==> config.mk <==
export PLATFORM = sky130hd
export DESIGN_NAME = sop_alu
export DESIGN_NICKNAME = d
export VERILOG_FILES = /design/src/rtl/sop_alu_pkg.sv /design/src/rtl/sop_arith_unit.sv /design/src/rtl/sop_shift_unit.sv /design/src/rtl/sop_flag_merge.sv /design/src/rtl/sop_alu.sv
export SDC_FILE = /design/constraint.sdc
export NUM_CORES = 1
export LEC_CHECK = 0
export BUFFER_PORTS_ARGS = -buffer_cell sky130_fd_sc_hd__buf_2
export CAP_MARGIN = 20
export CORE_UTILIZATION = 45
export CTS_BUF_LIST = sky130_fd_sc_hd__clkbuf_4 sky130_fd_sc_hd__clkbuf_8 sky130_fd_sc_hd__clkbuf_16
export DETAILED_ROUTE_END_ITERATION = 16
export PLACE_DENSITY = 0.62
export SLEW_MARGIN = 20
export SYNTH_ARGS = -nofsm -noshare
export SYNTH_HDL_FRONTEND = slang
export SYNTH_SLANG_ARGS = --single-unit
==> constraint.sdc <==
create_clock -name clk -period 4.8 [get_ports clk]
set_input_delay 0.96 -clock clk [delete_from_list [all_inputs] [get_ports clk]]
set_output_delay 0.96 -clock clk [all_outputs]
set_load 0.005 [all_outputs]
==> src/rtl/sop_alu_pkg.sv <==
package sop_alu_pkg;

    typedef enum logic [3:0] {
        OP_CLR  = 4'd0,
        OP_COM  = 4'd1,
        OP_INC  = 4'd2,
        OP_DEC  = 4'd3,
        OP_NEG  = 4'd4,
        OP_ADC  = 4'd5,
        OP_SBC  = 4'd6,
        OP_TST  = 4'd7,
        OP_ROR  = 4'd8,
        OP_ROL  = 4'd9,
        OP_ASR  = 4'd10,
        OP_ASL  = 4'd11,
        OP_SWAP = 4'd12
    } sop_op_e;

    typedef struct packed {
        logic n;
        logic z;
        logic v;
        logic c;
    } sop_flags_t;

    function automatic logic op_is_legal(input logic [3:0] op);
        return op <= OP_SWAP;
    endfunction

    function automatic logic op_uses_shifter(input logic [3:0] op);
        return (op >= OP_ROR) && (op <= OP_SWAP);
    endfunction

    function automatic logic op_is_rot_shift(input logic [3:0] op);
        return (op >= OP_ROR) && (op <= OP_ASL);
    endfunction

endpackage

==> src/rtl/sop_arith_unit.sv <==
module sop_arith_unit
    import sop_alu_pkg::*;
#(
    parameter int DATA_W = 16
) (
    input  logic [3:0]        op,
    input  logic              byte_mode,
    input  logic              cin,
    input  logic [DATA_W-1:0] operand,
    output logic [DATA_W-1:0] res,
    output logic              c_out,
    output logic              v_out
);
    localparam int HALF_W = DATA_W / 2;
    localparam logic [DATA_W-1:0] LOW_MASK  = {{(DATA_W-HALF_W){1'b0}}, {HALF_W{1'b1}}};
    localparam logic [DATA_W-1:0] ONE       = {{(DATA_W-1){1'b0}}, 1'b1};
    localparam logic [DATA_W-1:0] TOP_WORD  = {1'b1, {(DATA_W-1){1'b0}}};
    localparam logic [DATA_W-1:0] TOP_BYTE  = ONE << (HALF_W - 1);

    logic [DATA_W-1:0] mask, min_neg, max_pos, a, cin_w;

    always_comb begin
        mask    = byte_mode ? LOW_MASK : '1;
        min_neg = byte_mode ? TOP_BYTE : TOP_WORD;
        max_pos = mask >> 1;
        a       = operand & mask;
        cin_w   = {{(DATA_W-1){1'b0}}, cin};
    end

    always_comb begin
        res   = '0;
        c_out = 1'b0;
        v_out = 1'b0;
        case (op)
            OP_CLR: begin
                res = '0;
            end
            OP_COM: begin
                res   = ~a & mask;
                c_out = 1'b1;
            end
            OP_INC: begin
                res   = (a + ONE) & mask;
                v_out = (a == max_pos);
                c_out = cin;
            end
            OP_DEC: begin
                res   = (a - ONE) & mask;
                v_out = (a == min_neg);
                c_out = cin;
            end
            OP_NEG: begin
                res   = (~a + ONE) & mask;
                v_out = (res == min_neg);
                c_out = (res != '0);
            end
            OP_ADC: begin
                res   = (a + cin_w) & mask;
                v_out = cin && (a == max_pos);
                c_out = cin && (a == mask);
            end
            OP_SBC: begin
                res   = (a - cin_w) & mask;
                v_out = cin && (a == min_neg);
                c_out = cin && (a == '0);
            end
            OP_TST: begin
                res = a;
            end
            default: begin
                res = a;
            end
        endcase
    end

endmodule

==> src/rtl/sop_shift_unit.sv <==
module sop_shift_unit
    import sop_alu_pkg::*;
#(
    parameter int DATA_W = 16
) (
    input  logic [3:0]        op,
    input  logic              byte_mode,
    input  logic              cin,
    input  logic [DATA_W-1:0] operand,
    output logic [DATA_W-1:0] res,
    output logic              c_out,
    output logic              v_from_nc
);
    localparam int HALF_W = DATA_W / 2;
    localparam logic [DATA_W-1:0] LOW_MASK = {{(DATA_W-HALF_W){1'b0}}, {HALF_W{1'b1}}};
    localparam logic [DATA_W-1:0] ONE      = {{(DATA_W-1){1'b0}}, 1'b1};
    localparam logic [DATA_W-1:0] TOP_WORD = {1'b1, {(DATA_W-1){1'b0}}};
    localparam logic [DATA_W-1:0] TOP_BYTE = ONE << (HALF_W - 1);

    logic [DATA_W-1:0] mask, top_bit, a, cin_w;
    logic              a_sign;

    always_comb begin
        mask    = byte_mode ? LOW_MASK : '1;
        top_bit = byte_mode ? TOP_BYTE : TOP_WORD;
        a       = operand & mask;
        a_sign  = (a & top_bit) != '0;
        cin_w   = {{(DATA_W-1){1'b0}}, cin};
    end

    always_comb begin
        res       = a;
        c_out     = 1'b0;
        v_from_nc = op_is_rot_shift(op);
        case (op)
            OP_ROR: begin
                res   = (a >> 1) | (cin ? top_bit : '0);
                c_out = a[0];
            end
            OP_ROL: begin
                res   = ((a << 1) | cin_w) & mask;
                c_out = a_sign;
            end
            OP_ASR: begin
                res   = (a >> 1) | (a & top_bit);
                c_out = a[0];
            end
            OP_ASL: begin
                res   = (a << 1) & mask;
                c_out = a_sign;
            end
            OP_SWAP: begin
                res   = {operand[HALF_W-1:0], operand[DATA_W-1:HALF_W]};
                c_out = 1'b0;
            end
            default: begin
                res   = a;
                c_out = 1'b0;
            end
        endcase
    end

endmodule

==> src/rtl/sop_flag_merge.sv <==
module sop_flag_merge
    import sop_alu_pkg::*;
#(
    parameter int DATA_W = 16
) (
    input  logic [3:0]        op,
    input  logic              byte_mode,
    input  logic [DATA_W-1:0] operand,
    input  sop_flags_t        prev_flags,
    input  logic [DATA_W-1:0] arith_res,
    input  logic              arith_c,
    input  logic              arith_v,
    input  logic [DATA_W-1:0] shift_res,
    input  logic              shift_c,
    input  logic              shift_v_nc,
    output logic [DATA_W-1:0] result,
    output sop_flags_t        flags,
    output logic              illegal
);
    localparam int HALF_W = DATA_W / 2;

    logic              legal, use_shift, low_view;
    logic [DATA_W-1:0] sel_res;
    logic              sel_c, sel_n;

    always_comb begin
        legal     = op_is_legal(op);
        use_shift = op_uses_shifter(op);
        low_view  = byte_mode || (op == OP_SWAP);
        sel_res   = use_shift ? shift_res : arith_res;
        sel_c     = use_shift ? shift_c : arith_c;
        sel_n     = low_view ? sel_res[HALF_W-1] : sel_res[DATA_W-1];
    end

    always_comb begin
        illegal = !legal;
        if (legal) begin
            result  = sel_res;
            flags.n = sel_n;
            flags.z = low_view ? (sel_res[HALF_W-1:0] == '0) : (sel_res == '0);
            flags.c = sel_c;
            flags.v = (use_shift && shift_v_nc) ? (sel_n ^ sel_c)
                    : (use_shift ? 1'b0 : arith_v);
        end else begin
            result = operand;
            flags  = prev_flags;
        end
    end

endmodule

==> src/rtl/sop_alu.sv <==
module sop_alu
    import sop_alu_pkg::*;
#(
    parameter int DATA_W = 16
) (
    input  logic              clk,
    input  logic              rst,
    input  logic              in_valid,
    input  logic [3:0]        in_op,
    input  logic              in_byte,
    input  logic              in_carry,
    input  logic [DATA_W-1:0] in_operand,
    output logic              out_valid,
    output logic [DATA_W-1:0] out_result,
    output logic              out_n,
    output logic              out_z,
    output logic              out_v,
    output logic              out_c,
    output logic              out_illegal
);
    localparam int HALF_W = DATA_W / 2;

    logic [DATA_W-1:0] arith_res, shift_res, next_res;
    logic              arith_c, arith_v, shift_c, shift_v_nc, next_ill;
    sop_flags_t        next_flags, r_flags;
    logic [DATA_W-1:0] r_res;
    logic              r_valid, r_ill, r_byte;
    logic [3:0]        r_op;

    sop_arith_unit #(.DATA_W(DATA_W)) u_arith (
        .op(in_op), .byte_mode(in_byte), .cin(in_carry), .operand(in_operand),
        .res(arith_res), .c_out(arith_c), .v_out(arith_v)
    );

    sop_shift_unit #(.DATA_W(DATA_W)) u_shift (
        .op(in_op), .byte_mode(in_byte), .cin(in_carry), .operand(in_operand),
        .res(shift_res), .c_out(shift_c), .v_from_nc(shift_v_nc)
    );

    sop_flag_merge #(.DATA_W(DATA_W)) u_merge (
        .op(in_op), .byte_mode(in_byte), .operand(in_operand),
        .prev_flags(r_flags),
        .arith_res(arith_res), .arith_c(arith_c), .arith_v(arith_v),
        .shift_res(shift_res), .shift_c(shift_c), .shift_v_nc(shift_v_nc),
        .result(next_res), .flags(next_flags), .illegal(next_ill)
    );

    always_ff @(posedge clk) begin
        if (rst) begin
            r_valid <= 1'b0;
            r_ill   <= 1'b0;
            r_res   <= '0;
            r_flags <= '0;
            r_op    <= OP_CLR;
            r_byte  <= 1'b0;
        end else begin
            r_valid <= in_valid;
            r_ill   <= in_valid && next_ill;
            if (in_valid) begin
                r_res   <= next_res;
                r_flags <= next_flags;
                r_op    <= in_op;
                r_byte  <= in_byte;
            end
        end
    end

    assign out_valid   = r_valid;
    assign out_result  = r_res;
    assign out_n       = r_flags.n;
    assign out_z       = r_flags.z;
    assign out_v       = r_flags.v;
    assign out_c       = r_flags.c;
    assign out_illegal = r_ill;

    AST_VALID_FOLLOWS: assert property (@(posedge clk) disable iff (rst)
        in_valid |=> out_valid) else $error("valid strobe missing");
    AST_IDLE_HOLDS: assert property (@(posedge clk) disable iff (rst)
        !in_valid |=> (!out_valid && !out_illegal && $stable(out_result))) else $error("idle changed outputs");
    AST_CLR_FLAGS: assert property (@(posedge clk) disable iff (rst)
        (out_valid && r_op == OP_CLR) |-> (out_result == '0 && out_z && !out_n && !out_v && !out_c)) else $error("clear flags");
    AST_COM_CARRY: assert property (@(posedge clk) disable iff (rst)
        (out_valid && r_op == OP_COM) |-> (out_c && !out_v)) else $error("complement flags");
    AST_NEG_CARRY: assert property (@(posedge clk) disable iff (rst)
        (out_valid && r_op == OP_NEG) |-> (out_c == (out_result != '0))) else $error("negate carry");
    AST_TST_CLEARS: assert property (@(posedge clk) disable iff (rst)
        (out_valid && r_op == OP_TST) |-> (!out_v && !out_c)) else $error("test flags");
    AST_SHIFT_V: assert property (@(posedge clk) disable iff (rst)
        (out_valid && r_op >= OP_ROR && r_op <= OP_ASL) |-> (out_v == (out_n ^ out_c))) else $error("shift overflow rule");
    AST_SWAP_VC: assert property (@(posedge clk) disable iff (rst)
        (out_valid && r_op == OP_SWAP) |-> (!out_v && !out_c)) else $error("swap flags");
    AST_BYTE_UPPER: assert property (@(posedge clk) disable iff (rst)
        (out_valid && r_byte && r_op < OP_SWAP) |-> (out_result[DATA_W-1:HALF_W] == '0)) else $error("byte upper nonzero");
    AST_ILLEGAL_HOLD: assert property (@(posedge clk) disable iff (rst)
        out_illegal |-> ($stable({out_n, out_z, out_v, out_c}) && out_valid)) else $error("illegal changed flags");

endmodule

# Word-level counts from Yosys, hierarchy flattened
# Cells that the tools add are included.
# op_classes
addsub	5
n_lt_le_gt_ge	3
n_eq_ne	15
muxes	15
bitwise_logic	15
reduce_logical	20
# op_table
op	count
AND 16 bit	10
case mux 16 bit (7 select lines)	1
two-way mux 16 bit	5
case mux 16 bit (5 select lines)	1
equality test 16 bit	3
adder 16 x 1 -> 16 bit (second input constant)	2
logical NOT 16 bit	2
bitwise OR 15 x 16 -> 16 bit	2
nonzero test 16 bit	2
equality test 4 bit (second input constant)	5
adder 16 x 1 -> 16 bit	1
equality test 16 x 15 -> 1 bit	1
NOT 16 bit	1
bitwise OR 16 x 1 -> 16 bit	1
subtractor 16 x 1 -> 16 bit	1
subtractor 16 x 1 -> 16 bit (second input constant)	1
equality test 4 x 3 -> 1 bit (second input constant)	3
case mux 1 bit (5 select lines)	2
equality test 4 x 2 -> 1 bit (second input constant)	2
less-or-equal comparator 4 bit (second input constant)	2
logical AND 1 bit	8
logical NOT 8 bit	1
OR reduction 2 bit	3
two-way mux 1 bit	5
other kinds (8)	8
# word_totals
reg_bits	22
inputBits	25
out_inout_bits	22
wordCells	80

# Logic depth before layout (Yosys ltp)
# Gate-level depths: netlist of run 1.
# depth
ltp_word	10
mapped_depth	16

# Hierarchy
# Synthesis of run 1 repeated with hierarchy kept, for this count alone.
# hier_totals
cells_unflattened	607
hier_area_um2	4020.1
# by_module_without_submodules
module	instances	cells_each	area_each_um2
sop_arith_unit	1	321	2044.5
sop_alu	1	68	758.2
sop_shift_unit	1	108	661.9
sop_flag_merge	1	110	555.5

# Least setup slack after synthesis of run 1
# OpenSTA, ideal clock, no wires.
# synth_timing
path_type	input port to flip-flop
startpoint	input in_op[1]
endpoint	register r_flags (netlist bit out_z)
setup_time_ns	0.084
arrival_ns	4.071
t_required_ns	4.716
path_slack_ns	0.644
cell_stages	15
cell_sequence	or3b_1 -> a311o_1 -> inv_2 -> buf_2 -> xnor2_1 -> ha_1 -> nor3_1 -> a21oi_1 -> a21oi_1 -> a21oi_1 -> a2111o_1 -> and4_1 -> nor3_2 -> a41oi_1 -> o31ai_2
# synth_via
elab_chain_len	5
# synth_lines
item	line_no	source
from (decl)	sop_alu.sv:9	input logic [3:0] in_op,
equality test 4 x 3 -> 1 bit, or another cell as far along	sop_arith_unit.sv:34	case (op)
case mux 16 bit (7 select lines), or another cell as far along	sop_arith_unit.sv:34	
two-way mux 16 bit	sop_flag_merge.sv:30	sel_res = use_shift ? shift_res : arith_res;
logical NOT 16 bit / logical NOT 8 bit (equally long branches)	sop_flag_merge.sv:40	flags.z = low_view ? (sel_res[HALF_W-1:0] == '0) : (sel_res == '0);
two-way mux 1 bit	sop_flag_merge.sv:40	
to (signal assigned)	sop_alu.sv:61	r_flags <= next_flags;
to (decl)	sop_alu.sv:25	sop_flags_t next_flags, r_flags;
# Parallel ways exist; a longest one is shown, timed or not.
# A chain may end at the register's enable or synchronous reset.

# Final worst setup path of run 1
# layout_timing
startpoint	input in_carry
endpoint	register r_flags (netlist bit out_z)
# layout_via
elab_chain_len	6
# layout_lines
item	line_no	source
from (decl)	sop_alu.sv:11	input logic in_carry,
subtractor 16 x 1 -> 16 bit, or another cell as far along	sop_arith_unit.sv:63	res = (a - cin_w) & mask;
AND 16 bit, or another cell as far along	sop_arith_unit.sv:63	
case mux 16 bit (7 select lines) / case mux 16 bit (5 select lines) (equally long branches)	sop_arith_unit.sv:34, sop_shift_unit.sv:35	
two-way mux 16 bit (*)	sop_flag_merge.sv:30	
logical NOT 16 bit / logical NOT 8 bit (equally long branches)	sop_flag_merge.sv:40	
two-way mux 1 bit (*)	sop_flag_merge.sv:40	
# Every way passes the cells marked *; elsewhere a longest branch is shown, timed or not.

==> results of run 1 <==
==> registers in the layout, summed over array words and instances, names as in the netlist <==
register and flops:
out_result 16, out_c 1, out_illegal 1, out_n 1, out_v 1, out_valid 1, out_z 1
==> through the flow <==
stage / hold slack, ns / total power, mW / utilization, %
after global routing: 0.5078 / 0.7289 / 50.81
final: 0.4698 / 0.6891 / 50.81
after CTS: 0.4711 / 0.6832 / 50.81
after floorplan: 0.4575 / 0.4379 / -
after detailed placement: 0.4565 / 0.5507 / 50.14
after global placement: 0.4533 / 0.5506 / 50.14
==> power groups by stage <==
| stage | logic [mW] | clock network [mW] | registers (mW) |
|---|---|---|---|
| detailed placement | 0.344 | 0 | 0.206 |
| floorplan | 0.230 | 0 | 0.208 |
| global route | 0.384 | 0.141 | 0.204 |
| global placement | 0.345 | 0 | 0.206 |
| finish | 0.356 | 0.131 | 0.202 |
| CTS | 0.346 | 0.135 | 0.202 |
==> cell families (layout without fill, tap and decap cells) <==
| family | after synthesis | count (layout) |
|---|---|---|
| and+or+nand+nor | 225 | 225 |
| AOI/OAI and AO/OA | 205 | 205 |
| buffers and inverters | 77 | 94 |
| muxes | 28 | 28 |
| DFF | 22 | 22 |
| adders and majority gates | 11 | 11 |
| xor gates and xnor gates | 10 | 10 |
==> layout by cell type (no fill, tap or decap), types with 4 or more instances in the layout <==
| master | netlist | routed |
|---|---|---|
| a21oi_1 | 61 | 61 |
| nor2_1 | 56 | 56 |
| nand2_1 | 46 | 46 |
| buf_2 | 4 | 46 |
| o21ai_0 | 39 | 39 |
| nand3_1 | 23 | 23 |
| mux2i_1 | 23 | 23 |
| dfxtp_1 | 22 | 22 |
| buf_4 | 0 | 22 |
| inv_1 | 18 | 18 |
| nor3_1 | 17 | 17 |
| a211oi_1 | 17 | 17 |
| ha_1 | 11 | 11 |
| nor4_1 | 10 | 10 |
| nand4_1 | 10 | 10 |
| a31oi_1 | 10 | 10 |
| nor2b_1 | 9 | 9 |
| xnor2_1 | 8 | 8 |
| o211ai_1 | 8 | 8 |
| nand2b_1 | 7 | 7 |
| o2111ai_1 | 7 | 7 |
| and3_1 | 7 | 7 |
| o21a_1 | 6 | 6 |
| or4_1 | 5 | 5 |
| mux2_2 | 5 | 5 |
| or2_2 | 4 | 4 |
| and4_1 | 4 | 4 |
| nor3b_1 | 4 | 4 |
| a21o_1 | 4 | 4 |
| a221oi_1 | 4 | 4 |
| a31o_2 | 4 | 4 |
| o31ai_1 | 4 | 4 |
| o22ai_1 | 4 | 4 |
| clkbuf_8 | 0 | 4 |
==> how the worst max path moves through the flow <==
stage | endpoint | start | slack (ns)
floorplan | out_z$_SDFFE_PP0P_ | in_op[1] | 0.64
global placement | out_z$_SDFFE_PP0P_ | in_carry | 0.32
detailed placement | out_z$_SDFFE_PP0P_ | in_carry | 0.25
CTS | out_z$_SDFFE_PP0P_ | in_carry | 0.52
global route | out_z$_SDFFE_PP0P_ | in_carry | 0.17
finish | out_z$_SDFFE_PP0P_ | in_carry | 0.39
==> metal layers <==
layer	part of all wire, %	up-vias
met4	4.9	0
met3	11	70
met1	41	2204
met2	42	308
li1	-	2230
met5	0	-
==> final cells by class <==
| type | instances | area share [%] |
|---|---|---|
| multi-input cells | 479 | 73.40 |
| flip-flops and latches | 22 | 10.60 |
| repair buffers | 68 | 9.518 |
| well taps | 105 | 3.163 |
| inverters | 22 | 1.988 |
| clock buffers | 4 | 1.325 |
==> worst min-delay path, cell delays in order (launching register included) <==
cell and delay, ns:
dfxtp_1 0.32, nand2_1 0.06, a21oi_1 0.05
==> qor.csv, run 1 <==
metric,value,unit
top cells by area in the synthesized netlist,"dfxtp_1 (12%), a21oi_1 (8.0%), mux2i_1 (6.1%)",
"Cell Area, Placed",4099,um2
Pint,392.5,uW
"Arr. time, crit path",4.59,ns
Worst-Skew Late Latency,0.26,ns
CTS tree,yes,
layout cells sized above 1,16.97,%
clock buffer count from CTS,3,
final hold vios,0,
Max clock buf depth,2,
Post-Route WL,15090,um
unrepaired setup endpoints after global routing,false,
number of global-route vias before repair,4279,
Yosys reg bits,22,
DR iter-0 viols,685,
fin crit share,91.89,%
Setup WS post-layout,0.3891,ns
post-synthesis simple-gate area fraction,31.42,%
Yosys cell types,73,
Setup Skew,0,ns
Worst-Margin Slew,0.8935,ns
commonest register cell after synthesis,dfxtp_1,
ANT cells,0,
I/O pin cnt,47,
pre-CTS setup slack,0.2487,ns
max frequency,226.7,MHz
multi-input logic area,3049,um2
Sw Pwr,296.6,uW
xor-xnor portion of the synthesized cell area,2.306,%
Peak VDD IR,117.1,uV
Core Rows,33,
mux cell area share after synthesis,7.543,%
Hold Path Origin,out_result[12]$_SDFFE_PP0P_,
Final #Nets,632,
Reg power frac,29.3,%
Final Setup Violations,0,
initial antenna violation count,0,
"count leader, synth",a21oi_1,
clk root buf,clkbuf_8,
worst path buffer plus inverter count,2,
relative slew slack,40.21,%
Mapped Cells,578,
post-CTS sizing,0,
Synth Net Count,614,
clock network fraction of total power,19.0,%
pwr dens,165.9,nW/um2
Leak,1.612,nW
Max Slew Vio Count,0,
GR met3 Demand/Resource,7.039,%
post-CTS setup buffer count,0,
grt ovf,0,
CP Launch Type,input port,
largest net degree at the start of global routing,36,
fillers,872,
die height,93.88,um
Post-synth top cells,"a21oi_1 (61), nor2_1 (56), nand2_1 (46)",
async set-or-reset flop fraction in the synthesized netlist,0,%
DR vias,4812,
final RePlAce weighted congestion,1.007,
max incr delay on CP,0.48,ns
Adder-Cell Fraction of Synth Area,3.623,%
core outline area,8175,um2
average cell area after synthesis,6.572,um2
first drt pass iteration count,5,
DRC Markers,0,
met1 Use GR,47.28,%
design area,4154,um2
Total GRT Usage,34.33,%
Final TNS setup,0,ns
Sequential Area,440.4,um2
CP max FO,13,
non-filler instance count after layout,700,
Sink Count,22,
HPWL after detailed placement,11180,um
Mapped Area,3799,um2
MaxCap Viol Count,0,
CP Cell Sequence,"buf_2, or3b_1, a311o_1, inv_2, ha_1, nand2_1, a221oi_1, o2111ai_1, a31o_2, a31oi_1, nand3_1, nor4_2, a41oi_1, o31ai_2",
Yosys top cell by area,dfxtp_1,
post-synthesis sequential area ratio,11.59,%
main combinational cell family by area after synthesis,compound AO/OA/AOI/OAI gates,
Crit path required time,4.98,ns
Gate power share,51.7,%
Starting Density,46.46,%
width of the die,93.88,um
hold depth,2,
"Endpoint, Worst Hold",out_result[12]$_SDFFE_PP0P_,
sw frac,43.04,%
FF-to-FF path depth,4,
complex-gate fraction of the synthesized area,35.38,%
CP Depth,14,
number of synthesized flops with an enable pin,0,
reg2reg setup slack,3.91,ns
Routed Antenna Nets,0,
crit-path leading delay family,compound AO/OA/AOI/OAI gates,
dpl cells,696,
first-pass GRT wire length,23410,um
CP Capture Type,flip-flop,
outcome,"complete, no violations",
Area Overhead vs Synth,9.354,%
Synth top area share,11.59,%
Global Route met2 Usage,52.13,%
vias per std cell,6.874,
hold buffer count at cts,0,
I/O Buffers,46,
layer with the highest usage,met2,
clock period minus worst slack,4.411,ns
CP max stage cell,a221oi_1,
RR Startpoint,out_v$_SDFFE_PP0P_,
Setup CP Type,input port to flip-flop,
die area,8813,um2
Hold WC Path Type,flip-flop to flip-flop,
H-tree level count,1,
Syn. warnings,0,
Clock Pin Slew Worst Setup and Hold Paths,0.08,ns
wire per inst,21.56,um
R2R Path End,out_v$_SDFFE_PP0P_,
Power figures use the tool's default switching activity.
==> inputs of run 2 (changes only) <==
CORE_MARGIN = 2   (was default)
==> run 2 against run 1 <==
Effect of this change:
- non-clock buffer count shrank 1
- count of clock-buffer cells in the layout is 1 lower
- setup slack improved by 0.15 ns
- clock power is 34% higher
- core utilization shrank 0.15 points
- critical endpoint unchanged
==> qor.csv, run 2 (same netlist as run 1, synthesis figures left out) <==
metric,value,unit,change
Final TNS setup,0,ns,unchanged
Setup WS post-layout,0.5416,ns,+0.1524 ns
top sig layer,met4,,
Hold Path Origin,out_result[0]$_SDFFE_PP0P_,,
Worst-Skew Late Latency,0.27,ns,about the same
"most common cell after layout, fill and taps aside",a21oi_1,,
Final Power,740.2,uW,+7.4%
CP Capture Type,flip-flop,,
hold buffer count at cts,0,,unchanged
width of the die,95.88,um,+2.1%
Max Slew Vio Count,0,,unchanged
Peak VDD IR,161.3,uV,+38%
CP Launch Type,input port,,
Total GRT Usage,34.98,%,+0.65 points
Clock Pin Slew Worst Setup and Hold Paths,0.09,ns,about the same
Core Rows,33,,unchanged
clock buffer count from CTS,3,,unchanged
MaxCap Viol Count,0,,unchanged
Hold WC Path Type,flip-flop to flip-flop,,
CTS tree,yes,,
most frequent cells in the layout,"a21oi_1 (61), nor2_1 (56), nand2_1 (46), buf_2 (46), o21ai_0 (39)",,
Max clock buf depth,2,,unchanged
Worst-Margin Slew,0.8329,ns,-0.06059 ns
max frequency,234.8,MHz,+3.6%
CP max FO,13,,unchanged
FF-to-FF path depth,4,,unchanged
post-CTS setup buffer count,0,,unchanged
post-CTS sizing,0,,unchanged
clock period minus worst slack,4.258,ns,-0.1524 ns
"Cell Area, Placed",4091,um2,-0.18%
max reg flops,16,,unchanged
Crit path required time,5.00,ns,+0.02 ns
largest net degree at the start of global routing,37,,+2.8%
Area Overhead vs Synth,9.585,%,
H-tree level count,1,,unchanged
DRC Markers,0,,unchanged
die area,9192,um2,+4.3%
number of global-route vias before repair,4391,,+2.6%
I/O Buffers,46,,unchanged
R2R Path End,out_v$_SDFFE_PP0P_,,
"Arr. time, crit path",4.45,ns,-0.14 ns
DR vias,5013,,+4.2%
reg2reg setup slack,3.87,ns,-0.04 ns
HPWL after detailed placement,11650,um,+4.2%
metal3 WL,1775,um,+2.7%
DR iter-0 viols,681,,-0.58%
pre-CTS setup slack,0.3400,ns,+0.09136 ns
wire length on met2,7063,um,+10%
Routed Antenna Nets,0,,unchanged
"Endpoint, Worst Hold",out_result[0]$_SDFFE_PP0P_,,
vias per std cell,7.172,,+4.3%
layout cells sized above 1,16.84,%,-0.14 points
die height,95.88,um,+2.1%
Setup CP Type,input port to flip-flop,,
core outline area,8217,um2,+0.51%
outcome,"complete, no violations",,
multi-input logic area,3049,um2,unchanged
initial antenna violation count,0,,unchanged
Util after Layout,50.66,%,-0.15 points
M1 WL,6528,um,+4.8%
Sink Count,22,,unchanged
Final Setup Violations,0,,unchanged
first drt pass iteration count,6,,+1
relative slew slack,43.96,%,+3.7 points
hold depth,2,,unchanged
final RePlAce weighted congestion,1.012,,+0.52%
Sequential Area,440.4,um2,unchanged
final hold vios,0,,unchanged
grt ovf,0,,unchanged
first-pass GRT wire length,24590,um,+5.0%
I/O pin cnt,47,,unchanged
design area,4163,um2,+0.21%
fillers,846,,-3.0%
Post-Route WL,16000,um,+6.0%
clk root buf,clkbuf_8,,
Final #Nets,631,,-0.16%
Setup Skew,0,ns,unchanged
origin of the worst setup path,in_carry,,
pwr dens,177.8,nW/um2,+7.2%
Leak,1.615,nW,+0.19%
unrepaired setup endpoints after global routing,false,,
ANT cells,0,,unchanged
Starting Density,46.23,%,-0.23 points
RR Startpoint,out_v$_SDFFE_PP0P_,,
fin crit share,88.72,%,-3.2 points
wire per inst,22.89,um,+6.2%
run 2: through the flow:
stage	cells	hold slack, ns
6_report	699	0.4662
5_1_grt	699	0.4828
4_1_cts	699	0.4687
3_5_place_dp	695	0.4570
3_3_place_gp	695	0.4491
2_1_floorplan	578	0.4575
run 2: worst max-delay path by stage:
stage,end,slack (ns),cells after the start
after detailed placement,out_z$_SDFFE_PP0P_,0.34,15
after CTS,out_z$_SDFFE_PP0P_,0.62,15
final,out_z$_SDFFE_PP0P_,0.54,15
after global routing,out_z$_SDFFE_PP0P_,0.33,15
after global placement,out_z$_SDFFE_PP0P_,0.43,15
after floorplan,out_z$_SDFFE_PP0P_,0.64,15
run 2: worst max-delay path, cell delays in order:
cell and delay [ns]:
buf_2 0.16, or3b_1 0.42, a311o_1 0.37, inv_2 0.22, xnor2_1 0.10, ha_1 0.30, nor3_1 0.23, a21oi_1 0.12
a21oi_1 0.26, a21oi_1 0.18, a2111o_1 0.39, and4_1 0.22, nor3_2 0.19, a41oi_1 0.15, o31ai_2 0.19
run 2: where the power goes:
group	switching (mW)	leakage, nW	internal, mW
registers	0.00613	0.181	0.196
logic	0.239	1.40	0.122
clock network	0.0647	0.0357	0.112
run 2: area by class of cell:
| type | instances | share of cell area (%) |
|---|---|---|
| Clock buffer | 3 | 0.9919 |
| Clock inverter | 1 | 0.7214 |
| Inverter | 22 | 1.984 |
| Multi-Input combinational cell | 479 | 73.25 |
| Sequential cell | 22 | 10.58 |
| Tap cell | 105 | 3.156 |
| Timing Repair Buffer | 67 | 9.318 |
run 2: routing by layer:
| layer | GRT usage (%) | up-vias |
|---|---|---|
| met2 | 54.66 | 371 |
| met1 | 48.87 | 2338 |
| met5 | 0 | - |
| li1 | - | 2233 |
| met3 | 4.620 | 71 |
| met4 | 12.86 | 0 |
